--- src/rtl/shs_pkg.sv ---
package shs_pkg;

  typedef enum logic [2:0] {
    PH_HOLD  = 3'd0,
    PH_CYC   = 3'd1,
    PH_HALT  = 3'd2,
    PH_MS    = 3'd3,
    PH_RUN   = 3'd4,
    PH_SLEEP = 3'd5
  } shs_phase_e;

  // Millisecond count for a start-up code; the reserved code fails safe to the long wait.
  function automatic int unsigned ms_of_code(input logic [1:0] code,
                                             input int unsigned short_ms,
                                             input int unsigned long_ms);
    case (code)
      2'b00:   return 0;
      2'b01:   return short_ms;
      default: return long_ms;
    endcase
  endfunction

  function automatic int unsigned max_of(input int unsigned a, input int unsigned b);
    return (a > b) ? a : b;
  endfunction

endpackage

--- src/rtl/shs_code_latch.sv ---
module shs_code_latch #(
  parameter int unsigned MS_SHORT = 4,
  parameter int unsigned MS_LONG  = 64,
  parameter int unsigned MS_W     = 7
) (
  input  logic            clk,
  input  logic            rst_n,
  input  logic [1:0]      code_in,
  output logic [MS_W-1:0] ms_need
);
  import shs_pkg::*;

  logic [1:0] code_q;

  // Captured only while the block is held in reset
  always_ff @(posedge clk) begin
    if (!rst_n) code_q <= code_in;
  end

  assign ms_need = MS_W'(ms_of_code(code_q, MS_SHORT, MS_LONG));

endmodule

--- src/rtl/shs_cyc_timer.sv ---
module shs_cyc_timer #(
  parameter int unsigned W = 4
) (
  input  logic         clk,
  input  logic         rst_n,
  input  logic         load,
  input  logic [W-1:0] load_val,
  output logic         done
);
  logic [W-1:0] cnt_q;
  logic         busy_q;

  always_ff @(posedge clk or negedge rst_n) begin
    if (!rst_n) begin
      cnt_q  <= '0;
      busy_q <= 1'b0;
    end else if (load) begin
      cnt_q  <= load_val - W'(1);
      busy_q <= 1'b1;
    end else if (busy_q) begin
      if (cnt_q == '0) busy_q <= 1'b0;
      else             cnt_q  <= cnt_q - W'(1);
    end
  end

  // Final cycle of the loaded interval
  assign done = busy_q && (cnt_q == '0);

endmodule

--- src/rtl/shs_ms_timer.sv ---
module shs_ms_timer #(
  parameter int unsigned W = 7
) (
  input  logic         clk,
  input  logic         rst_n,
  input  logic         clr,
  input  logic         load,
  input  logic [W-1:0] load_val,
  input  logic         tick,
  output logic         done
);
  logic [W-1:0] left_q;
  logic         busy_q;

  always_ff @(posedge clk or negedge rst_n) begin
    if (!rst_n) begin
      left_q <= '0;
      busy_q <= 1'b0;
    end else if (clr) begin
      busy_q <= 1'b0;
    end else if (load) begin
      left_q <= load_val;
      busy_q <= 1'b1;
    end else if (busy_q && tick) begin
      if (left_q == W'(1)) busy_q <= 1'b0;
      else                 left_q <= left_q - W'(1);
    end
  end

  assign done = busy_q && tick && (left_q == W'(1));

endmodule

--- src/rtl/startup_hold_seq.sv ---
module startup_hold_seq #(
  parameter int unsigned RST_CYC  = 14,
  parameter int unsigned WAKE_CYC = 6,
  parameter int unsigned HALT_CYC = 4,
  parameter int unsigned MS_SHORT = 4,
  parameter int unsigned MS_LONG  = 64
) (
  input  logic       clk,
  input  logic       rst_n,
  input  logic       ms_tick,
  input  logic [1:0] sut_code,
  input  logic       rst_release,
  input  logic       pd_enter,
  input  logic       wake_pd,
  output logic       ready
);
  import shs_pkg::*;

  localparam int unsigned CYC_MAX = max_of(RST_CYC, max_of(WAKE_CYC, HALT_CYC));
  localparam int unsigned CYC_W   = $clog2(CYC_MAX + 1);
  localparam int unsigned MS_W    = $clog2(max_of(MS_SHORT, MS_LONG) + 1);

  shs_phase_e      phase_q, phase_d;
  logic            wake_path_q, wake_path_d;
  logic            cyc_load;
  logic [CYC_W-1:0] cyc_val;
  logic            ms_load;
  logic            ms_clr;
  logic [MS_W-1:0] ms_need;

  // Named events for the checker
  logic start_rst, start_wake, pd_go, sleeping, cyc_done, ms_done;

  assign sleeping   = (phase_q == PH_SLEEP);
  assign start_rst  = rst_release;
  assign start_wake = !rst_release && sleeping && wake_pd;
  assign pd_go      = !rst_release && (phase_q == PH_RUN) && pd_enter;

  shs_code_latch #(
    .MS_SHORT(MS_SHORT), .MS_LONG(MS_LONG), .MS_W(MS_W)
  ) u_code (
    .clk(clk), .rst_n(rst_n), .code_in(sut_code), .ms_need(ms_need)
  );

  shs_cyc_timer #(.W(CYC_W)) u_cyc (
    .clk(clk), .rst_n(rst_n), .load(cyc_load), .load_val(cyc_val), .done(cyc_done)
  );

  shs_ms_timer #(.W(MS_W)) u_ms (
    .clk(clk), .rst_n(rst_n), .clr(ms_clr), .load(ms_load),
    .load_val(ms_need), .tick(ms_tick), .done(ms_done)
  );

  always_comb begin
    phase_d     = phase_q;
    wake_path_d = wake_path_q;
    cyc_load    = 1'b0;
    cyc_val     = '0;
    ms_load     = 1'b0;
    ms_clr      = 1'b0;
    if (start_rst) begin
      phase_d     = PH_CYC;
      wake_path_d = 1'b0;
      cyc_load    = 1'b1;
      cyc_val     = CYC_W'(RST_CYC);
      ms_clr      = 1'b1;
    end else begin
      case (phase_q)
        PH_HOLD: phase_d = PH_HOLD;
        PH_CYC: begin
          if (cyc_done) begin
            if (wake_path_q) begin
              phase_d  = PH_HALT;
              cyc_load = 1'b1;
              cyc_val  = CYC_W'(HALT_CYC);
            end else if (ms_need == '0) begin
              phase_d = PH_RUN;
            end else begin
              phase_d = PH_MS;
              ms_load = 1'b1;
            end
          end
        end
        PH_HALT:  if (cyc_done) phase_d = PH_RUN;
        PH_MS:    if (ms_done)  phase_d = PH_RUN;
        PH_RUN:   if (pd_go)    phase_d = PH_SLEEP;
        PH_SLEEP: begin
          if (start_wake) begin
            phase_d     = PH_CYC;
            wake_path_d = 1'b1;
            cyc_load    = 1'b1;
            cyc_val     = CYC_W'(WAKE_CYC);
          end
        end
        default: phase_d = PH_HOLD;
      endcase
    end
  end

  always_ff @(posedge clk or negedge rst_n) begin
    if (!rst_n) begin
      phase_q     <= PH_HOLD;
      wake_path_q <= 1'b0;
    end else begin
      phase_q     <= phase_d;
      wake_path_q <= wake_path_d;
    end
  end

  assign ready = (phase_q == PH_RUN);

endmodule

--- config.mk ---
export PLATFORM = sky130hd
export DESIGN_NAME = startup_hold_seq
export DESIGN_NICKNAME = d
export VERILOG_FILES = /design/src/rtl/shs_pkg.sv /design/src/rtl/shs_code_latch.sv /design/src/rtl/shs_cyc_timer.sv /design/src/rtl/shs_ms_timer.sv /design/src/rtl/startup_hold_seq.sv
export SDC_FILE = /design/constraint.sdc
export NUM_CORES = 1
export LEC_CHECK = 0
export CAP_MARGIN = 0
export CORE_ASPECT_RATIO = 2
export CORE_MARGIN = 3
export CORE_UTILIZATION = 25
export DETAILED_ROUTE_END_ITERATION = 7
export PLACE_DENSITY = 0.46
export RECOVER_POWER = 50
export SYNTH_ARGS = -nofsm -noshare
export SYNTH_HDL_FRONTEND = slang
export SYNTH_SLANG_ARGS = --single-unit
--- constraint.sdc ---
create_clock -name clk -period 2.59 [get_ports clk]
set_input_delay 0.518 -clock clk [delete_from_list [all_inputs] [get_ports clk]]
set_output_delay 0.518 -clock clk [all_outputs]
set_load 0.01 [all_outputs]
Yosys cells after proc, flatten, opt, wreduce, memory -nomap -nowiden. Cells that the tools add are included. W data, S select, Z words.

Bitwise logic cells: 1. Reduce and logical (&&, ||, !) cells: 22. $add $sub $neg: 3. Eq/ne operators: 14. Muxes and demuxes: 42.

Operator list (count): $mux W3 (11); $mux W7 (3); $mux W1 (20); $mux W4 (4); $pmux W3 S5 (1); $pmux W7 S2 (1); $ne A3 B3 Y1 const B (4); $reduce_bool A2 Y1 (4); $sub A4 B1 Y4 const B (2); $eq A7 B1 Y1 const B (1); $logic_and A1 B1 Y1 (7); $logic_not A7 Y1 (1); $sub A7 B1 Y7 const B (1); $eq A3 B2 Y1 const B (2); $eq A3 B3 Y1 const B (2); $pmux W3 S2 (1); $reduce_and A2 Y1 (3); $reduce_bool A3 Y1 (2); $reduce_and A5 Y1 (1); $logic_not A4 Y1 (1); $ne A2 B2 Y1 const B (2); $eq A3 B1 Y1 const B (1); $ne A3 B2 Y1 const B (1); $reduce_and A3 Y1 (1); 5 further kinds (5).

Bits of input ports: 8. Register bits after elaboration: 19.

Depth between registers and ports, before layout.
Depth in word-level cells: 10. Depth in mapped cells: 7. Gate-level depth less buffers: 7.

Hierarchy. From an unflattened synthesis, not the netlist that was laid out.

Cells, all modules: 150. Area, all modules: 1370.1 µm².

By module, submodules not included: shs_ms_timer (instances 1, area an instance 584.3 µm², cells an instance 60); startup_hold_seq (instances 1, area an instance 369.1 µm², cells an instance 48); shs_cyc_timer (instances 1, area an instance 301.5 µm², cells an instance 31); shs_code_latch (instances 1, area an instance 115.1 µm², cells an instance 11).

Worst setup path before layout. Ideal clock, no wire load.

Path kind: input port to flip-flop. From: input rst_release. To: register u_cyc.cnt_q[2]. Slack: 0.928 ns. Arrival time: 1.593 ns. Library setup time: 0.069 ns. Stages on the path: 7. Path through: buf_1 nor2_2 nand2_1 ha_1 nand3_1 mux2_1 nand3_1.

Cells in the longest elaborated chain, start to end: 8.

Ends and longest elaborated chain: from (decl) (line startup_hold_seq.sv:12) `input logic rst_release,`; $logic_not A1 Y1 (line startup_hold_seq.sv:36) `assign start_wake = !rst_release && sleeping && wake_pd;`; $logic_and A1 B1 Y1 (2 in a row) (line startup_hold_seq.sv:36); $mux W3 / $mux W1 (equally long branches) (line startup_hold_seq.sv:88) `if (start_wake) begin`; $pmux W3 S2 / $pmux W1 S2 (equally long branches) (line startup_hold_seq.sv:68) `case (phase_q)`; $mux W4 / $mux W1 (equally long branches) (line startup_hold_seq.sv:61) `if (start_rst) begin`; $sub A4 B1 Y4, or another cell as far along (line shs_cyc_timer.sv:18) `cnt_q <= load_val - W'(1);`; $mux W4 / $reduce_and A2 Y1 (equally long branches); to (signal assigned) (line shs_cyc_timer.sv:18); to (signal assigned) (line shs_cyc_timer.sv:22) `else cnt_q <= cnt_q - W'(1);`; to (decl) (line shs_cyc_timer.sv:10) `logic [W-1:0] cnt_q;`.

Parallel ways exist; a longest one is shown, timed or not. A chain may end at the register's enable or synchronous reset.

Worst setup path after layout.
From: register phase_q[1]. To: output ready.

Cells in the longest elaborated chain, start to end: 1.

Ends and longest elaborated chain: from (decl) (line startup_hold_seq.sv:23) `shs_phase_e phase_q, phase_d;`; from (signal assigned) (line startup_hold_seq.sv:105) `phase_q <= phase_d;`; $eq A3 B3 Y1 (line startup_hold_seq.sv:110) `assign ready = (phase_q == PH_RUN);`; to (decl) (line startup_hold_seq.sv:15) `output logic ready`.

Every way passes these cells.

==> metrics.txt <==
outcome finished, final reports clean; Leakage 0.0005065 uW; Setup WS post-layout 0.5250 ns; Period minus WS final 2.065 ns; area grow syn2layout 16.94%; post-synthesis register bit count 19; top-count cell post-synth dfrtp_1; wire length of the first global-routing pass approximately 4.5 mm; setup_tns 0 ns; Die ar. 5477 um2; GRT Overall Usage 11.59%; Core Box Area roughly 4400 um2; TritonCTS buffer count 3; num ports 9; via count between 900 and 1000; routability congestion estimate from global placement 0.7281; Clk Tree Root Cell clkbuf_8; Starting Density around a quarter; antenna-violating nets left 0; Post-Route WL between 2 and 3 mm; ys flop type dfrtp_1; final setup fails 0; Syn Area/Cell 10.31 um2; Setup WS pre-CTS 0.3011 ns; top cells by area, synth dfrtp_1 37%, edfxtp_1 5.2%, a21oi_1 3.9%, ha_1 3.3%, mux2i_1 2.6%; Post-synth EDFFs 2; CTS resizes 0; Antenna Cells 0; Worst Hold Class flop to flop; DR iter-0 viols 24; CTS tree yes; CP Class flop to primary output; RSZ-0062 raised after global routing no; share of cells above drive strength 1 13.01%; wire per inst 15.54 um; Req. time, crit path ~2.1 ns; Syn Inst Count 111; Synth cell types 48; clock slew seen by the registers of the worst setup and hold paths 0.07 ns; Worst-Margin Slew 0.9850 ns; net count after synthesis ~120; Worst Setup End Kind primary output; VDD IR max 0.1880 mV; relative slew slack around 34%; remaining routing DRC violations 0; H-tree depth 1; Critical Path Source Type flop; Die X 53.85 um; list of most frequent post-synthesis cells 17 x dfrtp_1, 9 x a21oi_1, 8 x nor2_1; Fmax between 0.4 and 0.5 GHz; DR vias/cell 5.130; P per Cell Area between 500 and 600 nW/um2; share of the synthesized area in the top cell type 37.16%; Final Max Tran Viols 0; Synth async-reset ratio 89.47%; DIE HEIGHT 101.7 um; final number of hold-violating endpoints 0; Finished Core Util 30.55%; Mapped Area 1145 um2; cts hold-fix bufs 0; port buffer count 8; Skew-Pair Late Insertion Delay 0.26 ns; max-cap check violation count 0; vias in the first global route around 950; initial antenna violation count 0; total grt overflow 0; Seq/Total Area, Yosys a little over two fifths; CP arrival roughly 1.6 ns; critical path fanouts, max 6; Synth area leader dfrtp_1; setup bufs post-CTS 0; clock sink total 19; clk_skew 0.003007 ns; Bufs on Longest Clock Path 2; largest net degree at the start of global routing 18; synthesis warning total 0; iteration count of the initial detailed-routing pass 4; period utilization 79.73%; hpwl dp 2.122 mm; # rows 34; post-layout net count 135
==> report_power, final <==
part	internal [uW]	switching, uW
Clock	107	105
Sequential	325	35.9
Combinational	51.9	55.9
==> cell families after synthesis <==
group / Yosys count / synth area share, %
DFF: 19 / 42.40
muxes: 4 / 3.607
AOI/OAI and AO/OA: 24 / 14.32
adders and majority gates: 3 / 3.279
and+or+nand+nor: 52 / 32.24
xor gates and xnor gates: 2 / 1.530
buffers and inverters: 7 / 2.623
==> critical path: stages, from the launching register on <==
cell	delay, ns
dfrtp_1	0.45
nand2b_1	0.20
nor2_1	0.10
clkdlybuf4s50_1	0.54
==> through the flow <==
| stage | power (uW) | hold slack [ns] | cell area (um2) | instances |
|---|---|---|---|---|
| CTS | 695.3 | 0.5530 | 1343 | 177 |
| floorplan | 429.7 | 0.2224 | 1145 | 111 |
| finish | 681.2 | 0.5457 | 1339 | 177 |
| global route | 727.1 | 0.6047 | 1339 | 177 |
| detailed placement | 475.7 | 0.5351 | 1296 | 173 |
| global placement | 474.3 | 0.5323 | 1296 | 173 |
==> flip-flops by register name (all words and copies together) (netlist names) <==
name / flops
u_ms.left_q: 7
u_cyc.cnt_q: 4
u_code.code_q: 2
phase_q: 3
u_ms.busy_q: 1
u_cyc.busy_q: 1
wake_path_q: 1
==> cells in the final DEF, fill, tap and decap left out, types with 2 or more instances in the layout <==
cell type / synthesis / routed
xnor2_1: 2 / 2
a211oi_1: 2 / 2
ha_1: 3 / 3
nand4b_1: 2 / 2
nor2_1: 8 / 8
nand3_1: 5 / 5
clkbuf_8: 0 / 3
inv_1: 5 / 5
and2_1: 2 / 2
nand3b_1: 4 / 4
nor4_1: 2 / 2
dfrtp_1: 17 / 17
a21oi_1: 9 / 9
edfxtp_1: 2 / 2
nor3_1: 5 / 5
nand2b_1: 3 / 3
nand2_1: 6 / 6
dlygate4sd3_1: 0 / 3
clkdlybuf4s50_1: 0 / 5
mux2i_1: 3 / 3
==> path summary, 6_finish.rpt <==
check / startpoint / to / slack [ns] / cells past startpoint
worst max-delay path: phase_q[1] / ready / 0.52 / 3
min in group asynchronous: rst_n / u_cyc.cnt_q[3] / 1.01 / 2
worst max register to register: phase_q[1] / u_cyc.cnt_q[2] / 0.77 / 7
worst min-delay path: u_code.code_q[1] / u_ms.left_q[2] / 0.55 / 1
worst min register to register: u_code.code_q[1] / u_ms.left_q[2] / 0.55 / 1
max in group asynchronous: rst_n / u_ms.left_q[1] / 0.99 / 2
==> per-layer routing <==
metal  GRT usage, %  wire (um)  up-vias  share of wire, %
li1               -          -      439                 -
met1          11.00        960      439                35
met2          21.31       1597       23                58
met3          1.767         82        7               3.0
met4          7.677        109        0               4.0
met5              0          0        -                 0
==> final cells by class <==
cell class	count	area, um2
tap	54	67.56
sequential	19	485.5
timing repair buffer	10	91.34
multi-input combinational	85	629.4
clock buffer	3	41.29
clock inverter	1	5.005
fill	447	3043
inverter	5	18.77
(Power assumes the default switching activity.)
